File: src/rtl/trap_pkg.sv
package trap_pkg;

   typedef enum logic [2:0] {
      TK_NONE,
      TK_NMI,
      TK_EXT,
      TK_SWB,
      TK_DBG,
      TK_IRQ
   } trap_kind_e;

   localparam int unsigned IRQ_VEC_OFS = 32'h10;
   localparam int unsigned BRK_VEC_OFS = 32'h18;
   localparam int unsigned DBG_IMM     = 32'h18;

   function automatic logic is_break(trap_kind_e k);
      return (k == TK_NMI) || (k == TK_EXT) || (k == TK_SWB);
   endfunction

endpackage

File: src/rtl/trap_arbiter.sv
module trap_arbiter
   import trap_pkg::*;
#(
   parameter int unsigned IMM_W    = 16,
   parameter bit          DEBUG_EN = 1'b1
) (
   input  logic             stall_i,
   input  logic             nm_pend_i,
   input  logic             ext_brk_i,
   input  logic             sw_brk_i,
   input  logic [IMM_W-1:0] sw_imm_i,
   input  logic             irq_i,
   input  logic             eip_i,
   input  logic             ie_i,
   input  logic             bip_i,
   output trap_kind_e       kind_o
);

   localparam logic [IMM_W-1:0] DBG_IMM_V = IMM_W'(DBG_IMM);

   logic dbg_hit;

   generate
      if (DEBUG_EN) begin : g_dbg
         assign dbg_hit = (sw_imm_i == DBG_IMM_V);
      end else begin : g_nodbg
         assign dbg_hit = 1'b0;
      end
   endgenerate

   // Priority: non-maskable, external, software, debug, interrupt.
   always_comb begin
      kind_o = TK_NONE;
      if (!stall_i) begin
         if (nm_pend_i)
            kind_o = TK_NMI;
         else if (ext_brk_i && !bip_i)
            kind_o = TK_EXT;
         else if (sw_brk_i && !dbg_hit)
            kind_o = TK_SWB;
         else if (sw_brk_i)
            kind_o = TK_DBG;
         else if (irq_i && ie_i && !bip_i && !eip_i)
            kind_o = TK_IRQ;
      end
   end

endmodule

File: src/rtl/trap_vector.sv
module trap_vector
   import trap_pkg::*;
#(
   parameter int unsigned          ADDR_W     = 32,
   parameter int unsigned          IMM_W      = 16,
   parameter int unsigned          REG_IDX_W  = 5,
   parameter logic [ADDR_W-1:0]    BASE_VEC   = '0,
   parameter bit                   LOW_LAT_EN = 1'b0,
   parameter int unsigned          IRQ_LINK   = 14,
   parameter int unsigned          BRK_LINK   = 16
) (
   input  trap_kind_e           kind_i,
   input  logic [ADDR_W-1:0]    dec_pc_i,
   input  logic [ADDR_W-1:0]    ll_vec_i,
   input  logic [IMM_W-1:0]     sw_imm_i,
   output logic                 redir_o,
   output logic [ADDR_W-1:0]    redir_addr_o,
   output logic                 rf_we_o,
   output logic [REG_IDX_W-1:0] rf_idx_o,
   output logic [ADDR_W-1:0]    rf_data_o,
   output logic                 dbg_req_o
);

   localparam logic [ADDR_W-1:0]    IRQ_FIXED = BASE_VEC + ADDR_W'(IRQ_VEC_OFS);
   localparam logic [ADDR_W-1:0]    BRK_TGT   = BASE_VEC + ADDR_W'(BRK_VEC_OFS);
   localparam logic [REG_IDX_W-1:0] IRQ_IDX   = REG_IDX_W'(IRQ_LINK);
   localparam logic [REG_IDX_W-1:0] BRK_IDX   = REG_IDX_W'(BRK_LINK);

   logic [ADDR_W-1:0] irq_tgt;
   logic [ADDR_W-1:0] sw_tgt;

   assign irq_tgt = LOW_LAT_EN ? ll_vec_i : IRQ_FIXED;
   assign sw_tgt  = BASE_VEC + {{(ADDR_W-IMM_W){1'b0}}, sw_imm_i};

   always_comb begin
      redir_o      = 1'b0;
      redir_addr_o = '0;
      rf_we_o      = 1'b0;
      rf_idx_o     = '0;
      rf_data_o    = dec_pc_i;
      dbg_req_o    = 1'b0;
      unique case (kind_i)
         TK_NMI, TK_EXT: begin
            redir_o      = 1'b1;
            redir_addr_o = BRK_TGT;
            rf_we_o      = 1'b1;
            rf_idx_o     = BRK_IDX;
         end
         TK_SWB: begin
            redir_o      = 1'b1;
            redir_addr_o = sw_tgt;
            rf_we_o      = 1'b1;
            rf_idx_o     = BRK_IDX;
         end
         TK_IRQ: begin
            redir_o      = 1'b1;
            redir_addr_o = irq_tgt;
            rf_we_o      = 1'b1;
            rf_idx_o     = IRQ_IDX;
         end
         TK_DBG:  dbg_req_o = 1'b1;
         default: ;
      endcase
   end

endmodule

File: src/rtl/trap_status.sv
module trap_status
   import trap_pkg::*;
(
   input  logic       clk,
   input  logic       rst_n,
   input  trap_kind_e kind_i,
   input  logic       rtbd_i,
   input  logic       rtid_i,
   input  logic       st_we_i,
   input  logic       st_ie_i,
   input  logic       st_um_i,
   input  logic       st_vm_i,
   input  logic       resv_set_i,
   input  logic       nm_brk_i,
   output logic       ie_o,
   output logic       bip_o,
   output logic       um_o,
   output logic       ums_o,
   output logic       vm_o,
   output logic       vms_o,
   output logic       resv_o,
   output logic       nm_q_o
);

   logic ie_d, bip_d, um_d, ums_d, vm_d, vms_d, resv_d, nm_d;

   always_comb begin
      ie_d   = ie_o;
      bip_d  = bip_o;
      um_d   = um_o;
      ums_d  = ums_o;
      vm_d   = vm_o;
      vms_d  = vms_o;
      resv_d = resv_o | resv_set_i;
      if (st_we_i) begin
         ie_d = st_ie_i;
         um_d = st_um_i;
         vm_d = st_vm_i;
      end
      if (rtid_i)
         ie_d = 1'b1;
      if (rtbd_i) begin
         bip_d = 1'b0;
         um_d  = ums_o;
         vm_d  = vms_o;
      end
      if (is_break(kind_i)) begin
         bip_d  = 1'b1;
         resv_d = 1'b0;
         ums_d  = um_o;
         um_d   = 1'b0;
         vms_d  = vm_o;
         vm_d   = 1'b0;
      end
      if (kind_i == TK_IRQ)
         ie_d = 1'b0;
      nm_d = (nm_q_o | nm_brk_i) & (kind_i != TK_NMI);
   end

   always_ff @(posedge clk) begin
      if (!rst_n) begin
         ie_o   <= 1'b0;
         bip_o  <= 1'b0;
         um_o   <= 1'b0;
         ums_o  <= 1'b0;
         vm_o   <= 1'b0;
         vms_o  <= 1'b0;
         resv_o <= 1'b0;
         nm_q_o <= 1'b0;
      end else begin
         ie_o   <= ie_d;
         bip_o  <= bip_d;
         um_o   <= um_d;
         ums_o  <= ums_d;
         vm_o   <= vm_d;
         vms_o  <= vms_d;
         resv_o <= resv_d;
         nm_q_o <= nm_d;
      end
   end

endmodule

File: src/rtl/trap_entry_ctrl.sv
module trap_entry_ctrl
   import trap_pkg::*;
#(
   parameter int unsigned       ADDR_W     = 32,
   parameter int unsigned       IMM_W      = 16,
   parameter int unsigned       REG_IDX_W  = 5,
   parameter logic [ADDR_W-1:0] BASE_VEC   = '0,
   parameter bit                LOW_LAT_EN = 1'b0,
   parameter bit                DEBUG_EN   = 1'b1,
   parameter int unsigned       IRQ_LINK   = 14,
   parameter int unsigned       BRK_LINK   = 16
) (
   input  logic                 clk,
   input  logic                 rst_n,
   input  logic                 stall_i,
   input  logic                 irq_i,
   input  logic                 ext_brk_i,
   input  logic                 nm_brk_i,
   input  logic                 sw_brk_i,
   input  logic [IMM_W-1:0]     sw_imm_i,
   input  logic                 rtbd_i,
   input  logic                 rtid_i,
   input  logic                 eip_i,
   input  logic [ADDR_W-1:0]    dec_pc_i,
   input  logic [ADDR_W-1:0]    ll_vec_i,
   input  logic                 st_we_i,
   input  logic                 st_ie_i,
   input  logic                 st_um_i,
   input  logic                 st_vm_i,
   input  logic                 resv_set_i,
   output logic                 redir_o,
   output logic [ADDR_W-1:0]    redir_addr_o,
   output logic                 rf_we_o,
   output logic [REG_IDX_W-1:0] rf_idx_o,
   output logic [ADDR_W-1:0]    rf_data_o,
   output logic                 dbg_req_o,
   output logic                 msr_ie_o,
   output logic                 msr_bip_o,
   output logic                 msr_um_o,
   output logic                 msr_ums_o,
   output logic                 msr_vm_o,
   output logic                 msr_vms_o,
   output logic                 resv_o
);

   generate
      if (IMM_W >= ADDR_W) begin : g_bad_imm
         $error("trap_entry_ctrl: IMM_W must be narrower than ADDR_W");
      end
      if (ADDR_W < 8) begin : g_bad_addr
         $error("trap_entry_ctrl: ADDR_W too small for vector offsets");
      end
      if ((IRQ_LINK >= (1 << REG_IDX_W)) || (BRK_LINK >= (1 << REG_IDX_W))) begin : g_bad_idx
         $error("trap_entry_ctrl: link register index does not fit REG_IDX_W");
      end
      if (IRQ_LINK == BRK_LINK) begin : g_bad_link
         $error("trap_entry_ctrl: interrupt and break link registers must differ");
      end
   endgenerate

   trap_kind_e kind;
   logic       nm_q;
   logic       nm_pend;

   assign nm_pend = nm_q | nm_brk_i;

   trap_arbiter #(
      .IMM_W    (IMM_W),
      .DEBUG_EN (DEBUG_EN)
   ) u_arb (
      .stall_i   (stall_i),
      .nm_pend_i (nm_pend),
      .ext_brk_i (ext_brk_i),
      .sw_brk_i  (sw_brk_i),
      .sw_imm_i  (sw_imm_i),
      .irq_i     (irq_i),
      .eip_i     (eip_i),
      .ie_i      (msr_ie_o),
      .bip_i     (msr_bip_o),
      .kind_o    (kind)
   );

   trap_vector #(
      .ADDR_W     (ADDR_W),
      .IMM_W      (IMM_W),
      .REG_IDX_W  (REG_IDX_W),
      .BASE_VEC   (BASE_VEC),
      .LOW_LAT_EN (LOW_LAT_EN),
      .IRQ_LINK   (IRQ_LINK),
      .BRK_LINK   (BRK_LINK)
   ) u_vec (
      .kind_i       (kind),
      .dec_pc_i     (dec_pc_i),
      .ll_vec_i     (ll_vec_i),
      .sw_imm_i     (sw_imm_i),
      .redir_o      (redir_o),
      .redir_addr_o (redir_addr_o),
      .rf_we_o      (rf_we_o),
      .rf_idx_o     (rf_idx_o),
      .rf_data_o    (rf_data_o),
      .dbg_req_o    (dbg_req_o)
   );

   trap_status u_st (
      .clk        (clk),
      .rst_n      (rst_n),
      .kind_i     (kind),
      .rtbd_i     (rtbd_i),
      .rtid_i     (rtid_i),
      .st_we_i    (st_we_i),
      .st_ie_i    (st_ie_i),
      .st_um_i    (st_um_i),
      .st_vm_i    (st_vm_i),
      .resv_set_i (resv_set_i),
      .nm_brk_i   (nm_brk_i),
      .ie_o       (msr_ie_o),
      .bip_o      (msr_bip_o),
      .um_o       (msr_um_o),
      .ums_o      (msr_ums_o),
      .vm_o       (msr_vm_o),
      .vms_o      (msr_vms_o),
      .resv_o     (resv_o),
      .nm_q_o     (nm_q)
   );

endmodule

File: config.mk
export PLATFORM = sky130hd
export DESIGN_NAME = trap_entry_ctrl
export DESIGN_NICKNAME = d
export VERILOG_FILES = /design/src/rtl/trap_pkg.sv /design/src/rtl/trap_arbiter.sv /design/src/rtl/trap_vector.sv /design/src/rtl/trap_status.sv /design/src/rtl/trap_entry_ctrl.sv
export SDC_FILE = /design/constraint.sdc
export NUM_CORES = 1
export LEC_CHECK = 0
export BUFFER_PORTS_ARGS = -buffer_cell sky130_fd_sc_hd__buf_2
export CAP_MARGIN = 5
export CORE_AREA = 3 3 67 69
export CTS_BUF_LIST = sky130_fd_sc_hd__clkbuf_2
export CTS_CLUSTER_DIAMETER = 50
export CTS_CLUSTER_SIZE = 16
export DETAILED_ROUTE_END_ITERATION = 6
export DIE_AREA = 0 0 70 72
export PLACE_DENSITY = 0.76
export SETUP_SLACK_MARGIN = 0.5
export SYNTH_ARGS = -nofsm -noshare
export SYNTH_HDL_FRONTEND = slang
export SYNTH_HIERARCHICAL = 1
export SYNTH_SLANG_ARGS = --single-unit
File: constraint.sdc
create_clock -name clk -period 2.72 [get_ports clk]
set_input_delay 0.272 -clock clk [delete_from_list [all_inputs] [get_ports clk]]
set_output_delay 0.272 -clock clk [all_outputs]
set_load 0.05 [all_outputs]
==> out/qor.csv, run 1 <==
metric,value,unit
Initial Util,26.5,%
Final #Nets,257,
PortBufs,60,
"CP delay by family, top",simple AND/OR/NAND/NOR gates,
"FF+latch count, synth",8,
maxcap violations,0,
number of diodes,0,
Buf/Inv on CP,2,
syn avg cell area,8.23,sq um
DIE HEIGHT,72,um
Post-Syn Area,1050,sq um
WL/cell,13.3,um
largest net degree at the start of global routing,11,
area grow syn2layout,26.1,%
Worst Hold Slack,0.276,ns
io pins,174,
max-slew violations,0,
CP Launch Type,input port,
WP data required,2.45,ns
Ys Warns,6,
vias in the first global route,918,
Via Count,910,
post-route DRC violation count,0,
Max Fanout on Critical Path,7,
Core Region,3970,sq um
distinct cell type count after synthesis,35,
Final Util,33.5,%
share of cells above drive strength 1,64.4,%
CTS tree,yes,
CTS Buf Count,3,
DP Cell Count,202,
Clock Pin Slew Worst Setup and Hold Paths,0.08,ns
Die Wd,70,um
drt first-iter violations,15,
clock latency on the worst-skew pair,0.23,ns
Clock Tree Root,clkbuf_2,
H-Tree Depth,1,
clk sink count,8,
"antenna viol nets, final",0,
Final min period,2.13,ns
Synth Flop Type,dfxtp_1,
Peak VDD IR,0.0918,mV
RSZ-0062 raised after global routing,true,
final hold violations,0,
crit path cell chain,"buf_2, nor4_2, and4_4, o211a_1, and3b_2, and2_2, buf_6",
overall routing resource usage,10.0,%
initial antenna violation count,0,
1st-pass router iterations,4,
"Seq/Total Area, Yosys",15.2,%
Worst path slowest cell,nor4_2,
Placer Congestion,0.759,
"EDFF count, synth",0,
hold buffer count at cts,0,
Worst Setup End Kind,output port,
final setup violation count,0,
cell leakage power,0.000699,uW
vias per cell,4.33,
hold crit path type,in -> reg,
Cells after Synth,128,
Setup Skew,0.00756,ns
row count,23,
WP data arrival,1.86,ns
drt total wl,2.80,mm
grt ovf,0,
first-pass GRT wire length,4.21,mm
final non-filler cell total,210,
outcome,"finished, final reports clean",
"Async S/R FF share, synth",0,%
critical path type,in -> out,
Final HPWL DP,2.15,mm
peak per-stage delay on the critical path,0.32,ns
P per Cell Area,374,nW/um^2
final worst path period share,78.5,%
Max clock buf depth,2,
Fmax,0.468,GHz
Fin Setup TNS,0,ns
die area,5040,sq um
[cells by family (layout without fill, tap and decap cells)]
family          after synthesis  after routing  synth area share, %
flops                         8              8                 15.2
mux                           5              5                 5.11
other cells                   1             17                0.356
compound gates               14             14                 11.3
buf+inv                      56             71                 39.3
simple gates                 44             45                 28.7
[final cells by class]
class                   count  area, sq um
fillers                   432         2640
multi-input cells          81          653
repair buffers             66          428
flip-flops and latches      8          163
well taps                  50         62.6
clock buffers               3         15.0
inverters                   2         7.51
[cell usage after synthesis, types with 2 or more instances]
master | instances | area share, %
o21ai_0 | 2 | 0.95
and2_1 | 5 | 3.0
o211a_1 | 3 | 2.9
dfxtp_1 | 8 | 15
and3b_1 | 2 | 1.7
nor4_1 | 3 | 1.8
mux2_1 | 3 | 3.2
nor2_1 | 5 | 1.8
o2111a_1 | 2 | 2.1
inv_1 | 2 | 0.71
nand2b_1 | 4 | 2.4
mux2i_1 | 2 | 1.9
buf_4 | 52 | 37
and2_4 | 10 | 8.3
nand2_1 | 5 | 1.8
[layer usage]
metal  track usage [%]  part of all wire (%)  up-vias
met2              16.3                    46       63
met5                 0                     0        -
li1                  -                     -      430
met3              3.74                    12        2
met1              12.1                    41      415
met4              4.04                  0.50        0
[repair_timing]
item                       4_1_cts  5_1_grt
setup endpoints to repair       19       22
buffers inserted                 3        1
resized for setup               24       16
cloned                           1        0
pin swaps                        3        3
[registers in the layout, indices dropped and copies added, names as in the netlist]
register	flops
u_st/nm_q_o	1
u_st/ie_o	1
u_st/bip_o	1
u_st/vm_o	1
u_st/vms_o	1
u_st/um_o	1
u_st/resv_o	1
u_st/ums_o	1
[final timing paths]
path / startpoint / endpoint / slack [ns] / cells past startpoint
setup reg to reg: u_st/nm_q_o / u_st/vms_o / 1.03 / 8
hold / removal: rtid_i / u_st/ie_o / 0.28 / 2
hold reg to reg: u_st/vms_o / u_st/vms_o / 0.47 / 2
setup / recovery: sw_imm_i[1] / redir_addr_o[6] / 0.59 / 7
[through the flow]
stage	worst slack [ns]	total power (uW)	area, sq um
finish	0.585	497	1330
CTS	0.457	492	1270
floorplan	0.517	488	1180
detailed placement	0.407	401	1150
global placement	0.446	398	1150
global route	0.492	526	1330
[cells in the final DEF, fill, tap and decap left out, types with 3 or more instances in the layout]
| master | synthesis | layout |
|---|---|---|
| nand2_1 | 5 | 5 |
| dfxtp_1 | 8 | 6 |
| buf_4 | 52 | 17 |
| and2_2 | 0 | 4 |
| buf_6 | 1 | 8 |
| o211a_1 | 3 | 3 |
| clkbuf_2 | 0 | 3 |
| conb_1 | 1 | 17 |
| mux2_1 | 3 | 3 |
| and2_4 | 10 | 10 |
| nand2b_1 | 4 | 3 |
| buf_2 | 1 | 39 |
[report_power, final]
group / switching, uW / internal (uW)
clock: 38.3 / 30.1
sequential: 5.02 / 126
combinational: 205 / 92.5
total: 249 / 248
Note: power is estimated with default switching activity, not from simulation.
==> run 2: changes to the inputs <==
--- a/config.mk
+++ b/config.mk
@@ -7,13 +7,13 @@
 export LEC_CHECK = 0
 export BUFFER_PORTS_ARGS = -buffer_cell sky130_fd_sc_hd__buf_2
 export CAP_MARGIN = 5
-export CORE_AREA = 3 3 67 69
+export CORE_MARGIN = 3
+export CORE_UTILIZATION = 26
 export CTS_BUF_LIST = sky130_fd_sc_hd__clkbuf_2
 export CTS_CLUSTER_DIAMETER = 50
 export CTS_CLUSTER_SIZE = 16
 export DETAILED_ROUTE_END_ITERATION = 6
-export DIE_AREA = 0 0 70 72
-export PLACE_DENSITY = 0.76
+export PLACE_DENSITY = 0.79
 export SETUP_SLACK_MARGIN = 0.5
 export SYNTH_ARGS = -nofsm -noshare
 export SYNTH_HDL_FRONTEND = slang
==> constraint.sdc (replaced) <==
create_clock -name clk -period 1.87 [get_ports clk]
set_input_delay 0.187 -clock clk [delete_from_list [all_inputs] [get_ports clk]]
set_output_delay 0.187 -clock clk [all_outputs]
set_load 0.05 [all_outputs]
==> run 2 against run 1 <==
Effect of this change:
- the flow now finishes with violations (setup timing)
- flip-flop and latch count unchanged
- register-to-register slack got worse by 0.81 ns
- sequential power increased by 44%
- hold slack got worse by 0.090 ns
- largest power group unchanged
==> out/qor.csv, run 2 (synthesis gave the netlist of run 1 again) <==
metric,value,unit
grt ovf,0,
overall routing resource usage,11.3,%
flop-to-flop setup slack,0.22,ns
maxcap violations,0,
"CP delay by family, top",simple AND/OR/NAND/NOR gates,
FF-to-FF End,u_st/vms_o,
first-pass GRT wire length,4.46,mm
Peak VDD IR,0.272,mV
hold crit path type,in -> reg,
critical path type,in -> out,
area grow syn2layout,50.8,%
PortBufs,60,
io pins,174,
Initial Util,27.9,%
Hold Crit Endpoint,u_st/ie_o,
die area,4850,sq um
Via Count,947,
Buf/Inv on CP,3,
number of diodes,0,
Max Fanout on Critical Path,7,
initial antenna violation count,0,
DIE HEIGHT,69.7,um
drt total wl,2.83,mm
final setup violation count,22,
largest net degree at the start of global routing,11,
max-slew violations,0,
Power Total,802,uW
Setup Skew,0.00554,ns
Placer Congestion,0.715,
"most common cell after layout, fill and taps aside",buf_2,
CTS tree,yes,
Hold Startpoint,rtid_i,
clock latency on the worst-skew pair,0.24,ns
vias per cell,4.32,
crit path cell chain,"buf_2, nor4_1, and4_4, buf_4, o211a_4, and3b_2, and2_4, buf_8",
share of cells above drive strength 1,69.6,%
Worst path slowest cell,nor4_1,
H-Tree Depth,1,
Max clock buf depth,2,
failing checks,setup timing,
WL/cell,12.9,um
outcome,"complete, but fails checks",
cell leakage power,0.000799,uW
Final HPWL DP,2.14,mm
RSZ-0062 raised after global routing,true,
final hold violations,0,
Clock Pin Slew Worst Setup and Hold Paths,0.08,ns
Die Wd,69.7,um
vias in the first global route,963,
post-route DRC violation count,0,
final worst path period share,108,%
CP Launch Type,input port,
WP data required,1.68,ns
drt first-iter violations,9,
CTS Buf Count,3,
row count,22,
Final min period,2.02,ns
peak per-stage delay on the critical path,0.35,ns
"antenna viol nets, final",0,
Clock Tree Root,clkbuf_2,
Reg-to-Reg Start,u_st/bip_o,
Fmax,0.495,GHz
1st-pass router iterations,4,
final non-filler cell total,219,
Core Region,3770,sq um
worst hold path depth,2,
pre-CTS setup slack,-0.180,ns
P per Cell Area,505,nW/um^2
final worst setup slack,-0.149,ns
"commonest cells after routing, fill and taps aside","buf_2, conb_1, buf_8",
clk sink count,8,
Final #Nets,267,
reg2reg path depth,7,
WP data arrival,1.83,ns
Worst Setup End Kind,output port,
DP Cell Count,211,
run 2: changes by cell type in the layout (fill, tap and decap cells not counted), moves of 2 or more:
cell / before / now
and2_2: 4 / 0
and2_4: 10 / 15
buf_2: 39 / 37
buf_4: 17 / 10
buf_6: 8 / 12
buf_8: 0 / 16
clkbuf_4: 2 / 0
dfxtp_2: 2 / 0
dfxtp_4: 0 / 2
run 2: per-stage QoR:
stage | util, % | area (sq um) | setup TNS [ns] | hold WS, ns
after floorplan | - | 1230 | -0.780 | 0.342
after global placement | 33.6 | 1270 | -2.89 | 0.374
after detailed placement | 33.6 | 1270 | -3.27 | 0.374
after CTS | 41.7 | 1570 | -3.72 | 0.176
after global routing | 42.1 | 1590 | -5.18 | 0.153
final | 42.1 | 1590 | -2.62 | 0.186
run 2: worst reg2reg max path: cells and delay by family, from the launching register on:
family                 cells  cell delay, ns
multiplexers               1            0.17
buffers and inverters      2            0.32
AO/OA/AOI/OAI              3            0.51
AND/OR/NAND/NOR            1            0.23
flip-flops                 1            0.35
run 2: worst max path at each step:
stage,startpoint,to,slack (ns),cells after the start
finish,sw_imm_i[9],redir_addr_o[12],-0.15,8
CTS,u_st/nm_q_o,redir_addr_o[14],-0.19,8
global route,u_st/nm_q_o,redir_addr_o[11],-0.27,6
global placement,sw_imm_i[5],redir_addr_o[4],-0.18,7
detailed placement,sw_imm_i[5],redir_addr_o[3],-0.18,7
floorplan,u_st/bip_o,rf_we_o,-0.1,5
run 2: layout make-up:
class	instances	area (sq um)
tap	48	60.1
sequential	8	168
clock buffer	4	20.0
timing repair buffer	76	656
fill	378	2180
multi-input combinational	81	678
inverter	2	7.51
run 2: where the power goes:
group / internal [uW] / switching [uW]
clock: 56.9 / 60.1
sequential: 182 / 6.73
combinational: 187 / 310
total: 425 / 377
run 2: metal layers:
| metal | track usage, % | vias to the layer above | wire, um |
|---|---|---|---|
| met5 | 0 | - | 0 |
| met4 | 2.98 | 0 | 6 |
| met3 | 4.64 | 2 | 308 |
| met2 | 20.3 | 55 | 1450 |
| met1 | 12.3 | 437 | 1060 |
| li1 | - | 453 | - |
run 2: repair_timing:
| action | CTS | global route |
|---|---|---|
| resized for setup | 75 | 7 |
| hold buffers | 0 | 0 |
| setup endpoints to repair | 31 | 31 |
| setup buffers | 3 | 0 |
| gates cloned | 1 | 0 |
| pin swaps | 15 | 5 |
==> run 3: changes to the inputs <==
--- a/config.mk
+++ b/config.mk
@@ -7,6 +7,7 @@
 export LEC_CHECK = 0
 export BUFFER_PORTS_ARGS = -buffer_cell sky130_fd_sc_hd__buf_2
 export CAP_MARGIN = 5
+export CORE_ASPECT_RATIO = 0.8
 export CORE_MARGIN = 3
 export CORE_UTILIZATION = 26
 export CTS_BUF_LIST = sky130_fd_sc_hd__clkbuf_2
==> run 3 against run 2 <==
Effect of this change:
- the flow still finishes with violations (setup timing)
- first-iteration DRC count rose to 4.7 times the previous value
- via count increased by 2.6%
- setup slack got worse by 0.043 ns
- routed wire length rose by 9.8%
- count of clock-buffer cells in the layout unchanged
- critical path depth decreased by 1
- largest cell class unchanged
- clock skew grew 0.0097 ns
- die area is 0.10% higher
- flip-flop and latch count unchanged
==> out/qor.csv, run 3 (synthesis gave the netlist of run 1 again) <==
metric,value,unit
outcome,"complete, but fails checks",
failing checks,setup timing,
Fillers,383,
number of diodes,0,
DIE HEIGHT,62.9,um
final setup violation count,23,
Reg-to-Reg Start,u_st/nm_q_o,
critical path type,reg -> out,
Hold Startpoint,rtid_i,
io pins,174,
vias in the first global route,976,
Max clock buf depth,2,
flop-to-flop setup slack,0.10,ns
Initial Util,27.3,%
clock latency on the worst-skew pair,0.25,ns
Setup Skew,0.0152,ns
Placer Congestion,0.712,
post-route DRC violation count,0,
Power Total,828,uW
final non-filler cell total,228,
WP data required,1.68,ns
grt ovf,0,
area grow syn2layout,55.2,%
cell leakage power,0.000815,uW
Clock Tree Root,clkbuf_2,
initial antenna violation count,0,
PortBufs,60,
final hold violations,0,
Hold Crit Endpoint,u_st/ie_o,
Clock Pin Slew Worst Setup and Hold Paths,0.10,ns
Worst Hold Slack,0.176,ns
clk sink count,8,
Final min period,2.06,ns
1st-pass router iterations,4,
largest net degree at the start of global routing,11,
CTS tree,yes,
reg2reg path depth,9,
H-Tree Depth,1,
row count,20,
final worst setup slack,-0.192,ns
share of cells above drive strength 1,70.5,%
Final Instance Area,1640,sq um
Worst Setup End Kind,output port,
Max Fanout on Critical Path,7,
vias per cell,4.26,
first-pass GRT wire length,4.80,mm
WP data arrival,1.88,ns
Die Wd,77.2,um
P per Cell Area,506,nW/um^2
Core Region,3850,sq um
Final HPWL DP,2.28,mm
Worst path slowest cell,dfxtp_1,
drt first-iter violations,42,
crit path cell chain,"or2_4, buf_4, a32oi_2, o21ai_4, and3b_2, and2_4, buf_8",
overall routing resource usage,12.3,%
WL/cell,13.6,um
die area,4860,sq um
final worst path period share,110,%
Peak VDD IR,0.246,mV
DP Cell Count,217,
maxcap violations,0,
"antenna viol nets, final",0,
"most common cell after layout, fill and taps aside",buf_2,
"commonest cells after routing, fill and taps aside","buf_2, conb_1, buf_8",
worst hold path depth,2,
max-slew violations,0,
Via Count,972,
hold crit path type,in -> reg,
peak per-stage delay on the critical path,0.31,ns
FF-to-FF End,u_st/ums_o,
drt total wl,3.11,mm
RSZ-0062 raised after global routing,true,
Final #Nets,269,
Fmax,0.485,GHz
CP Launch Type,flop,
dpl cell area,1270,sq um
CTS Buf Count,3,
-- run 3: where the power goes --
part	leakage (uW)	internal (uW)	switching, uW
combinational	0.000731	200	317
sequential	0.0000668	182	7.01
clock	0.0000166	56.8	65.6
total	0.000815	438	390
-- run 3: metal layers --
layer  track usage [%]  part of all wire (%)  vias to the layer above  routed length [um]
li1                  -                     -                      457                   -
met2              22.5                    55                       44                1720
met3              4.32                   7.9                        6                 247
met5                 0                     0                        -                   0
met1              12.9                    35                      465                1090
met4              4.22                   1.5                        0                  47
-- run 3: how the worst max path moves through the flow --
| stage | start | to | slack, ns | depth (start not counted) |
|---|---|---|---|---|
| 2_1_floorplan | u_st/bip_o | rf_we_o | -0.1 | 5 |
| 3_3_place_gp | sw_imm_i[1] | redir_addr_o[4] | -0.13 | 7 |
| 3_5_place_dp | nm_brk_i | redir_addr_o[7] | -0.13 | 8 |
| 4_1_cts | u_st/bip_o | rf_idx_o[1] | -0.18 | 6 |
| 5_1_grt | u_st/nm_q_o | redir_addr_o[15] | -0.30 | 8 |
| 6_report | u_st/nm_q_o | redir_addr_o[0] | -0.19 | 7 |
-- run 3: stage by stage --
| stage | worst slack, ns | util (%) | setup TNS (ns) |
|---|---|---|---|
| after CTS | -0.181 | 41.2 | -3.35 |
| after floorplan | -0.0987 | - | -0.780 |
| final | -0.192 | 42.4 | -3.42 |
| after global routing | -0.295 | 42.4 | -5.70 |
| after detailed placement | -0.133 | 32.9 | -2.45 |
| after global placement | -0.129 | 32.9 | -2.10 |
-- run 3: repair_timing --
item                       CTS  global route
gates resized for setup     76            11
pin swaps                   16            13
setup endpoints to repair   31            31
setup buffers                5             1
hold buffers                 0             0
cloned                       1             0
-- run 3: area by class of cell --
class	instances	area [sq um]	area share, %
clock buffer	4	20.0	1.22
inverter	2	7.51	0.459
multi-input combinational	81	697	42.6
sequential	8	168	10.3
tap	55	68.8	4.21
timing repair buffer	78	674	41.2
-- run 3: worst max-delay path: cells and delay by family (launching register included) --
family                 cells  cell delay, ns
and+or+nand+nor            3            0.73
DFF                        1            0.31
AOI/OAI and AO/OA          2            0.31
buffers and inverters      2            0.28
